**src/rtl/vwin_pkg.sv**
```systemverilog
package vwin_pkg;
  typedef enum logic [1:0] {
    WIN_SEARCH = 2'b00,
    WIN_NARROW = 2'b01,
    WIN_STD    = 2'b10
  } win_e;

  typedef enum logic [1:0] {
    FM_AUTO60  = 2'b00,
    FM_FORCE60 = 2'b01,
    FM_KEEP    = 2'b10,
    FM_AUTO50  = 2'b11
  } fmode_e;

  function automatic win_e win_up(input win_e w);
    case (w)
      WIN_SEARCH: win_up = WIN_NARROW;
      default:    win_up = WIN_STD;
    endcase
  endfunction

  function automatic win_e win_down(input win_e w);
    case (w)
      WIN_STD: win_down = WIN_NARROW;
      default: win_down = WIN_SEARCH;
    endcase
  endfunction
endpackage

```
**src/rtl/vwin_level_fsm.sv**
```systemverilog
module vwin_level_fsm
  import vwin_pkg::*;
#(
  parameter int CNT_W    = 3,
  parameter int UP_RUN   = 3,
  parameter int DOWN_RUN = 3
) (
  input  logic clk_i,
  input  logic rst_ni,
  input  logic field_stb_i,
  input  logic coinc_i,
  input  logic search_force_i,
  output win_e level_o,
  output logic capture_o
);
  localparam logic [CNT_W-1:0] UP_LAST   = CNT_W'(UP_RUN - 1);
  localparam logic [CNT_W-1:0] DOWN_LAST = CNT_W'(DOWN_RUN - 1);
  localparam logic [CNT_W-1:0] ONE       = CNT_W'(1);

  win_e             level_q, level_d;
  logic [CNT_W-1:0] hit_q, hit_d, miss_q, miss_d;

  always_comb begin
    level_d = level_q;
    hit_d   = hit_q;
    miss_d  = miss_q;
    if (field_stb_i) begin
      if (search_force_i) begin
        level_d = WIN_SEARCH;
        hit_d   = '0;
        miss_d  = '0;
      end else if (coinc_i) begin
        miss_d = '0;
        if (level_q == WIN_STD) begin
          hit_d = '0;
        end else if (hit_q == UP_LAST) begin
          hit_d   = '0;
          level_d = win_up(level_q);
        end else begin
          hit_d = hit_q + ONE;
        end
      end else begin
        hit_d = '0;
        if (level_q == WIN_SEARCH) begin
          miss_d = '0;
        end else if (miss_q == DOWN_LAST) begin
          miss_d  = '0;
          level_d = win_down(level_q);
        end else begin
          miss_d = miss_q + ONE;
        end
      end
    end
  end

  always_ff @(posedge clk_i or negedge rst_ni) begin
    if (!rst_ni) begin
      level_q <= WIN_SEARCH;
      hit_q   <= '0;
      miss_q  <= '0;
    end else begin
      level_q <= level_d;
      hit_q   <= hit_d;
      miss_q  <= miss_d;
    end
  end

  assign level_o   = level_q;
  assign capture_o = field_stb_i && (level_d == WIN_STD);

  assert_hold_no_strobe_R4: assert property (@(posedge clk_i) disable iff (!rst_ni)
    !field_stb_i |=> $stable(level_q));
  assert_force_search_R5: assert property (@(posedge clk_i) disable iff (!rst_ni)
    (field_stb_i && search_force_i) |=> (level_q == WIN_SEARCH));
  assert_one_step_R2: assert property (@(posedge clk_i) disable iff (!rst_ni)
    (level_q == WIN_SEARCH) |=> (level_q != WIN_STD));
  assert_legal_level_R10: assert property (@(posedge clk_i) disable iff (!rst_ni)
    level_q != 2'b11);
endmodule

```
**src/rtl/vwin_freq_sel.sv**
```systemverilog
module vwin_freq_sel
  import vwin_pkg::*;
(
  input  logic       clk_i,
  input  logic       rst_ni,
  input  logic       capture_i,
  input  logic       det_50hz_i,
  input  logic       tracking_i,
  input  logic [1:0] freq_mode_i,
  output logic       field_50_o
);
  logic   det_q;
  fmode_e fmode;

  assign fmode = fmode_e'(freq_mode_i);

  always_ff @(posedge clk_i or negedge rst_ni) begin
    if (!rst_ni)        det_q <= 1'b0;
    else if (capture_i) det_q <= det_50hz_i;
  end

  always_comb begin
    case (fmode)
      FM_FORCE60: field_50_o = 1'b0;
      FM_KEEP:    field_50_o = det_q;
      FM_AUTO50:  field_50_o = tracking_i ? det_q : 1'b1;
      default:    field_50_o = tracking_i ? det_q : 1'b0;
    endcase
  end

  assert_capture_only_R8: assert property (@(posedge clk_i) disable iff (!rst_ni)
    !capture_i |=> $stable(det_q));
endmodule

```
**src/rtl/vwin_ctrl.sv**
```systemverilog
module vwin_ctrl
  import vwin_pkg::*;
#(
  parameter int CNT_W    = 3,
  parameter int UP_RUN   = 3,
  parameter int DOWN_RUN = 3
) (
  input  logic       clk_i,
  input  logic       rst_ni,
  input  logic       field_stb_i,
  input  logic       coinc_i,
  input  logic       sync_lock_i,
  input  logic       det_50hz_i,
  input  logic       search_force_i,
  input  logic [1:0] freq_mode_i,
  input  logic       phase_off_i,
  output logic [1:0] window_o,
  output logic       field_50_o,
  output logic       lock_o
);
  win_e level;
  logic capture, tracking;

  vwin_level_fsm #(
    .CNT_W   (CNT_W),
    .UP_RUN  (UP_RUN),
    .DOWN_RUN(DOWN_RUN)
  ) u_level (
    .clk_i         (clk_i),
    .rst_ni        (rst_ni),
    .field_stb_i   (field_stb_i),
    .coinc_i       (coinc_i),
    .search_force_i(search_force_i),
    .level_o       (level),
    .capture_o     (capture)
  );

  assign lock_o   = sync_lock_i && !phase_off_i;
  assign tracking = lock_o && (level == WIN_STD);

  vwin_freq_sel u_freq (
    .clk_i      (clk_i),
    .rst_ni     (rst_ni),
    .capture_i  (capture),
    .det_50hz_i (det_50hz_i),
    .tracking_i (tracking),
    .freq_mode_i(freq_mode_i),
    .field_50_o (field_50_o)
  );

  assign window_o = level;

  assert_forced_60_R6: assert property (@(posedge clk_i) disable iff (!rst_ni)
    (freq_mode_i == 2'b01) |-> !field_50_o);
  assert_off_auto60_R9: assert property (@(posedge clk_i) disable iff (!rst_ni)
    (phase_off_i && freq_mode_i == 2'b00) |-> !field_50_o);
  assert_off_auto50_R9: assert property (@(posedge clk_i) disable iff (!rst_ni)
    (phase_off_i && freq_mode_i == 2'b11) |-> field_50_o);
endmodule

```
**config.mk**
```make
export PLATFORM = sky130hd
export DESIGN_NAME = vwin_ctrl
export DESIGN_NICKNAME = d
export VERILOG_FILES = /design/src/rtl/vwin_pkg.sv /design/src/rtl/vwin_level_fsm.sv /design/src/rtl/vwin_freq_sel.sv /design/src/rtl/vwin_ctrl.sv
export SDC_FILE = /design/constraint.sdc
export NUM_CORES = 1
export LEC_CHECK = 0
export CAP_MARGIN = 15
export CORE_UTILIZATION = 35
export DETAILED_ROUTE_END_ITERATION = 16
export GPL_TIMING_DRIVEN = 1
export PLACE_DENSITY_LB_ADDON = 0.05
export SYNTH_ARGS = -nofsm -noshare
export SYNTH_HDL_FRONTEND = slang
export SYNTH_SLANG_ARGS = --single-unit
```
**constraint.sdc**
```tcl
create_clock -name clk_i -period 1.32 [get_ports clk_i]
set_input_delay 0.198 -clock clk_i [delete_from_list [all_inputs] [get_ports clk_i]]
set_output_delay 0.198 -clock clk_i [all_outputs]
set_load 0.02 [all_outputs]
```
* Word-level counts from Yosys, hierarchy flattened
Index checks and enable logic that the tools add are counted.
Storage, ports and cells: register bits 9, bits of input ports 10, output and inout bits 4, word-level logic and storage cells 38
Cells by class: add/sub/neg operators 2, eq/ne operators 7, mux-type cells 20, reductions and logical operators 5
Operators by type and width (count):
- 3-bit 2-to-1 mux | 8
- 2-bit 2-to-1 mux | 8
- 2-bit equality test, second input constant | 4
- 3-bit by 1-bit adder with 3-bit output, second input constant | 2
- 3-bit by 2-bit equality test with 1-bit output, second input constant | 2
- 1-bit logical AND | 3
- 1-bit 2-to-1 mux | 3
- 1-bit case mux with 3 select lines | 1
- 2-bit by 1-bit equality test with 1-bit output, second input constant | 1
- 2-bit zero test | 1
- 1-bit zero test | 1

* Logic depth before layout (Yosys ltp)
word-level depth 9, depth in mapped cells 4, mapped depth without buffers 3

* Modules after synthesis
Synthesis repeated with hierarchy kept, for this count alone.
Unflattened totals: cells, all modules 60, area total of the unflattened synthesis 555.5 sq um
Modules (own cells, without submodules):
- vwin_level_fsm | instances 1, cells each 52, area each 478.0 sq um, sequential area each 200.2 sq um
- vwin_freq_sel | instances 1, cells each 6, area each 56.3 sq um, sequential area each 25.0 sq um
- vwin_ctrl | instances 1, cells each 2, area each 21.3 sq um, sequential area each 0.0 sq um

* Worst setup path before layout
Ideal clock, no wire load.
kind register to output, start point register u_level.level_q[1] (netlist: u_level.level_o[1]), end point output port field_50_o, arrival 1.282 ns, required time 1.122 ns, setup slack -0.160 ns, stages on the path, launching flop included 4, path through dfrtp_1 -> or2b_1 -> o41ai_1 -> o2bb2ai_1
On the way: cells in the longest elaborated chain, start to end 4, elaborated cells between the ends (all ways) 5
RTL lines:
- from (decl) | line vwin_level_fsm.sv:20 | win_e level_q, level_d;
- from (signal assigned) | line vwin_level_fsm.sv:62 | level_q <= level_d;
- 2-bit equality test * | line vwin_ctrl.sv:39 | assign tracking = lock_o && (level == WIN_STD);
- 1-bit logical AND * | line vwin_ctrl.sv:39
- 1-bit 2-to-1 mux (on tied branches) | line vwin_freq_sel.sv:27, vwin_freq_sel.sv:26
- 1-bit case mux with 3 select lines * | line vwin_freq_sel.sv:23 | case (fmode)
- to (decl) | line vwin_ctrl.sv:18 | output logic field_50_o,
Mark *: on every way between the ends. The rest lies on a longest branch, timed or not.

* Final worst setup path
start point register u_level.level_q[0] (netlist: u_level.level_o[0]), end point output port field_50_o
Same word-level chain as after synthesis.

==> results_tabular.tex <==
\begin{tabular}{lr}
\hline
Metric & Value \\
\hline
\multicolumn{2}{l}{\textbf{Critical path}} \\
Flop2flop setup slack & -0.15 ns \\
Data arrival, critical path & between 1 and 1.5 ns \\
Delay of the slowest critical-path stage & $\sim$0.40 ns \\
Worst r2r path cells & 4 \\
Largest fanout of any net on the critical path & 2 \\
CP max stage cell & sky130\_fd\_sc\_hd\_\_dfrtp\_2 \\
CP top delay family & flip-flops \\
CP bufs+invs & 1 \\
Critical path start-end classification & flop to output port \\
Terminus of the critical flop-to-flop path & u\_freq.det\_q \\
Worst EP required & between 1 and 1.5 ns \\
Cells traversed along the worst timing path & or2b\_1 > o41ai\_2 > o2bb2ai\_2 > buf\_6 \\
Launch point of the worst reg-to-reg path & u\_level.level\_o[0] \\
Critical Path End Type & output port \\
WP depth & 4 \\
Startpoint class of the critical path & flop \\
\multicolumn{2}{l}{\textbf{Finish}} \\
Leading cell type in the layout, fill and taps excluded & sky130\_fd\_sc\_hd\_\_buf\_4 \\
Final core utilization & 60.88\% \\
Relative area change from synthesis to final layout & 60.26\% \\
Share of final-layout standard cells stronger than drive strength 1 & 42.11\% \\
Final Net Count & approximately 110 \\
Antenna Diode Count & 0 \\
Most used cells in the layout excluding fill and tap cells & sky130\_fd\_sc\_hd\_\_buf\_4, sky130\_fd\_sc\_hd\_\_clkdlybuf4s50\_1, sky130\_fd\_sc\_hd\_\_inv\_1, sky130\_fd\_sc\_hd\_\_dfrtp\_1, sky130\_fd\_sc\_hd\_\_o21ai\_0 \\
Non-filler instance count after layout & 111 \\
\multicolumn{2}{l}{\textbf{Placed design}} \\
Final GP Congestion & $\sim$0.75 \\
Port-buffer cells & 13 \\
Pre-CTS setup slack & -0.6614 ns \\
Cell count after placement & 106 \\
Detailed Place HPWL & 1119 µm \\
\multicolumn{2}{l}{\textbf{Logic synthesis}} \\
Mean cell area of the mapped netlist & 9.925 µm² \\
Area fraction of the dominant cell type after synthesis & between 30\% and 40\% \\
Synth Cell Area & 585.6 µm² \\
Distinct cells, synth & 33 \\
Part of the Yosys area used for sequential elements & 38.46\% \\
Post-synth net total & 69 \\
Largest area contributor in the synthesized netlist & sky130\_fd\_sc\_hd\_\_dfrtp\_1 \\
Number of instances in the synthesized netlist & 59 \\
Biggest area contributors in the synthesized netlist & sky130\_fd\_sc\_hd\_\_dfrtp\_1, sky130\_fd\_sc\_hd\_\_inv\_1, sky130\_fd\_sc\_hd\_\_nor4b\_4, sky130\_fd\_sc\_hd\_\_o21ai\_0, sky130\_fd\_sc\_hd\_\_nor2b\_1 \\
Synthesis warning total & 0 \\
Synth Register Bits & 9 \\
\multicolumn{2}{l}{\textbf{Floorplan}} \\
Top-Level Pins & 14 \\
Initial core utilization & approximately 38\% \\
Cell Rows & 14 \\
Die outline width & 42.90 µm \\
Floorplan die height & $\sim$43 µm \\
Core area & between 1500 and 2000 µm² \\
Die footprint & roughly 1800 µm² \\
\multicolumn{2}{l}{\textbf{Timing}} \\
Portion of the clock cycle consumed by the worst path in the final layout & 123.4\% \\
Max-slew violations & 0 \\
Peak Freq & 613.9 MHz \\
Setup-violating endpoint count in the final report & 2 \\
Endpoints failing hold & 0 \\
Crit path time final & 1.629 ns \\
Unrepaired setup endpoints after global routing & true \\
Total negative slack for setup checks & -0.4580 ns \\
Slew at the pin closest to its max-slew limit & 0.4444 ns \\
Slew Limit Headroom & a little over two thirds \\
Worst-case clock skew & $\sim$0.00027 ns \\
Final Worst Setup Slack & -0.3090 ns \\
WHS & 0.2364 ns \\
\multicolumn{2}{l}{\textbf{Detailed routing}} \\
Routed wirelength normalized by instance count & 13.84 µm \\
Remaining antenna violation count after routing & 0 \\
Detailed Routing Iterations Pass 1 & 4 \\
Number of remaining DRC errors & 0 \\
DRT iter0 DRCs & 12 \\
Vias & 606 \\
Routed wire length & 1536 µm \\
Via-per-instance ratio & 5.459 \\
\multicolumn{2}{l}{\textbf{Job}} \\
Max-cap check violation count & 0 \\
\multicolumn{2}{l}{\textbf{Power}} \\
Leakage component of the power & 0.4071 nW \\
Worst supply voltage drop on vdd & 0.4604 mV \\
Power per standard cell area & between 600 and 700 nW/µm² \\
\multicolumn{2}{l}{\textbf{Clock network}} \\
H-tree lvl count & 1 \\
Clock sink count & 9 \\
TritonCTS clock tree & built \\
Clock tree root driver cell & sky130\_fd\_sc\_hd\_\_clkbuf\_4 \\
Number of hold-repair buffers added at the cts stage & 0 \\
Inserted Clock Buffers & 3 \\
Clock edge transition at the registers on the reported setup and hold paths & 0.06 ns \\
Max Buffers Root-to-Sink & 2 \\
Clock latency at the later pin of the worst-skew pair & 0.27 ns \\
\multicolumn{2}{l}{\textbf{Global routing}} \\
Initial antenna violation count & 0 \\
Number of global-route vias before repair & 612 \\
Global-route usage over all layers & 19.70\% \\
Maximum number of pins on one net before global-route repair & 10 \\
Wire length of the first global-routing pass & 2635 µm \\
Overflow left after global routing & 0 \\
\multicolumn{2}{l}{\textbf{Hold path}} \\
Min-Delay Path Class & input pin to async pin \\
\multicolumn{2}{l}{\textbf{Outcome}} \\
Outcome & finished with violations \\
Violations in the final reports & negative setup slack \\
\hline
\end{tabular}
-- kinds of logic (layout without fill, tap and decap cells) --
logic type / Yosys count / after routing / synth area share [%]
buffers and inverters: 8 / 44 / 5.342
AOI/OAI and AO/OA: 18 / 18 / 23.51
xor gates and xnor gates: 1 / 1 / 1.496
and+or+nand+nor: 21 / 21 / 26.71
muxes: 2 / 2 / 4.486
DFF: 9 / 9 / 38.46
-- worst max-delay path by stage --
| stage | start | to | slack (ns) |
|---|---|---|---|
| final | u_level.level_o[0] | field_50_o | -0.31 |
| after floorplan | u_level.level_o[0] | u_freq.det_q | -0.09 |
| after CTS | u_level.level_o[0] | field_50_o | -0.33 |
| after global placement | sync_lock_i | field_50_o | -0.63 |
| after detailed placement | sync_lock_i | field_50_o | -0.66 |
| after global routing | u_level.level_o[0] | field_50_o | -0.37 |
-- sequential cells by signal, summed over array words and instances, names as in the netlist --
name / count
u_level.miss_q: 3
u_freq.det_q: 1
u_level.level_o: 2
u_level.hit_q: 3
-- worst reg2reg max path: cells and delay by family, from the launching register on --
family | cells | cell delay (ns)
mux | 1 | 0.32
buf+inv | 1 | 0.17
compound gates | 1 | 0.21
simple gates | 1 | 0.26
flops | 1 | 0.40
-- where the power goes --
group / total (W) / switching (W) / internal (W)
Combinational: 0.000130 / 0.0000579 / 0.0000720
Clock: 0.000227 / 0.000109 / 0.000117
Sequential: 0.000286 / 0.00000421 / 0.000282
-- Yosys cell counts --
library cell	number
sky130_fd_sc_hd__dfrtp_1	9
sky130_fd_sc_hd__inv_1	7
sky130_fd_sc_hd__o21ai_0	4
sky130_fd_sc_hd__nand2_1	3
sky130_fd_sc_hd__nor2b_1	3
sky130_fd_sc_hd__o22ai_1	3
sky130_fd_sc_hd__nand2b_1	2
sky130_fd_sc_hd__nor2_1	2
sky130_fd_sc_hd__o2bb2ai_1	2
sky130_fd_sc_hd__a22o_1	1
sky130_fd_sc_hd__a31oi_1	1
sky130_fd_sc_hd__a41oi_1	1
sky130_fd_sc_hd__and3b_1	1
sky130_fd_sc_hd__and4bb_2	1
sky130_fd_sc_hd__buf_2	1
sky130_fd_sc_hd__mux2_2	1
sky130_fd_sc_hd__mux2_4	1
sky130_fd_sc_hd__nand3_1	1
sky130_fd_sc_hd__nand3b_1	1
sky130_fd_sc_hd__nand4_1	1
sky130_fd_sc_hd__nand4bb_1	1
sky130_fd_sc_hd__nor3_1	1
sky130_fd_sc_hd__nor3b_2	1
sky130_fd_sc_hd__nor4b_4	1
sky130_fd_sc_hd__o2111ai_1	1
sky130_fd_sc_hd__o211ai_1	1
sky130_fd_sc_hd__o311ai_0	1
sky130_fd_sc_hd__o31ai_1	1
sky130_fd_sc_hd__o32ai_2	1
sky130_fd_sc_hd__o41ai_1	1
sky130_fd_sc_hd__or2_2	1
sky130_fd_sc_hd__or2b_1	1
sky130_fd_sc_hd__xnor2_1	1
-- layer usage --
metal | global-route usage, % | vias up | routed length (µm)
li1 | - | 295 | -
met1 | 23.61 | 292 | 691
met2 | 32.12 | 13 | 747
met3 | 4.255 | 6 | 62
met4 | 11.25 | 0 | 35
met5 | 0 | - | 0
-- layout make-up --
| type | instances | area, µm² |
|---|---|---|
| clock buffer | 4 | 26.28 |
| tap | 16 | 20.02 |
| timing repair buffer | 33 | 267.8 |
| fill | 154 | 603.1 |
| sequential | 9 | 227.7 |
| inverter | 7 | 26.28 |
| multi-input combinational | 42 | 370.4 |
-- what timing repair did --
action,in CTS,in global routing
pin swaps,1,2
setup endpoints to repair,6,7
resized for setup,17,5
buffers inserted,0,1
-- metrics by stage --
stage	power [W]	area (µm²)
final	0.0006430	938.4
after global routing	0.0006679	938.4
after CTS	0.0006422	927.1
after detailed placement	0.0004159	889.6
after global placement	0.0004140	889.6
after floorplan	0.0003378	601.8
Power figures use the tool's default switching activity.
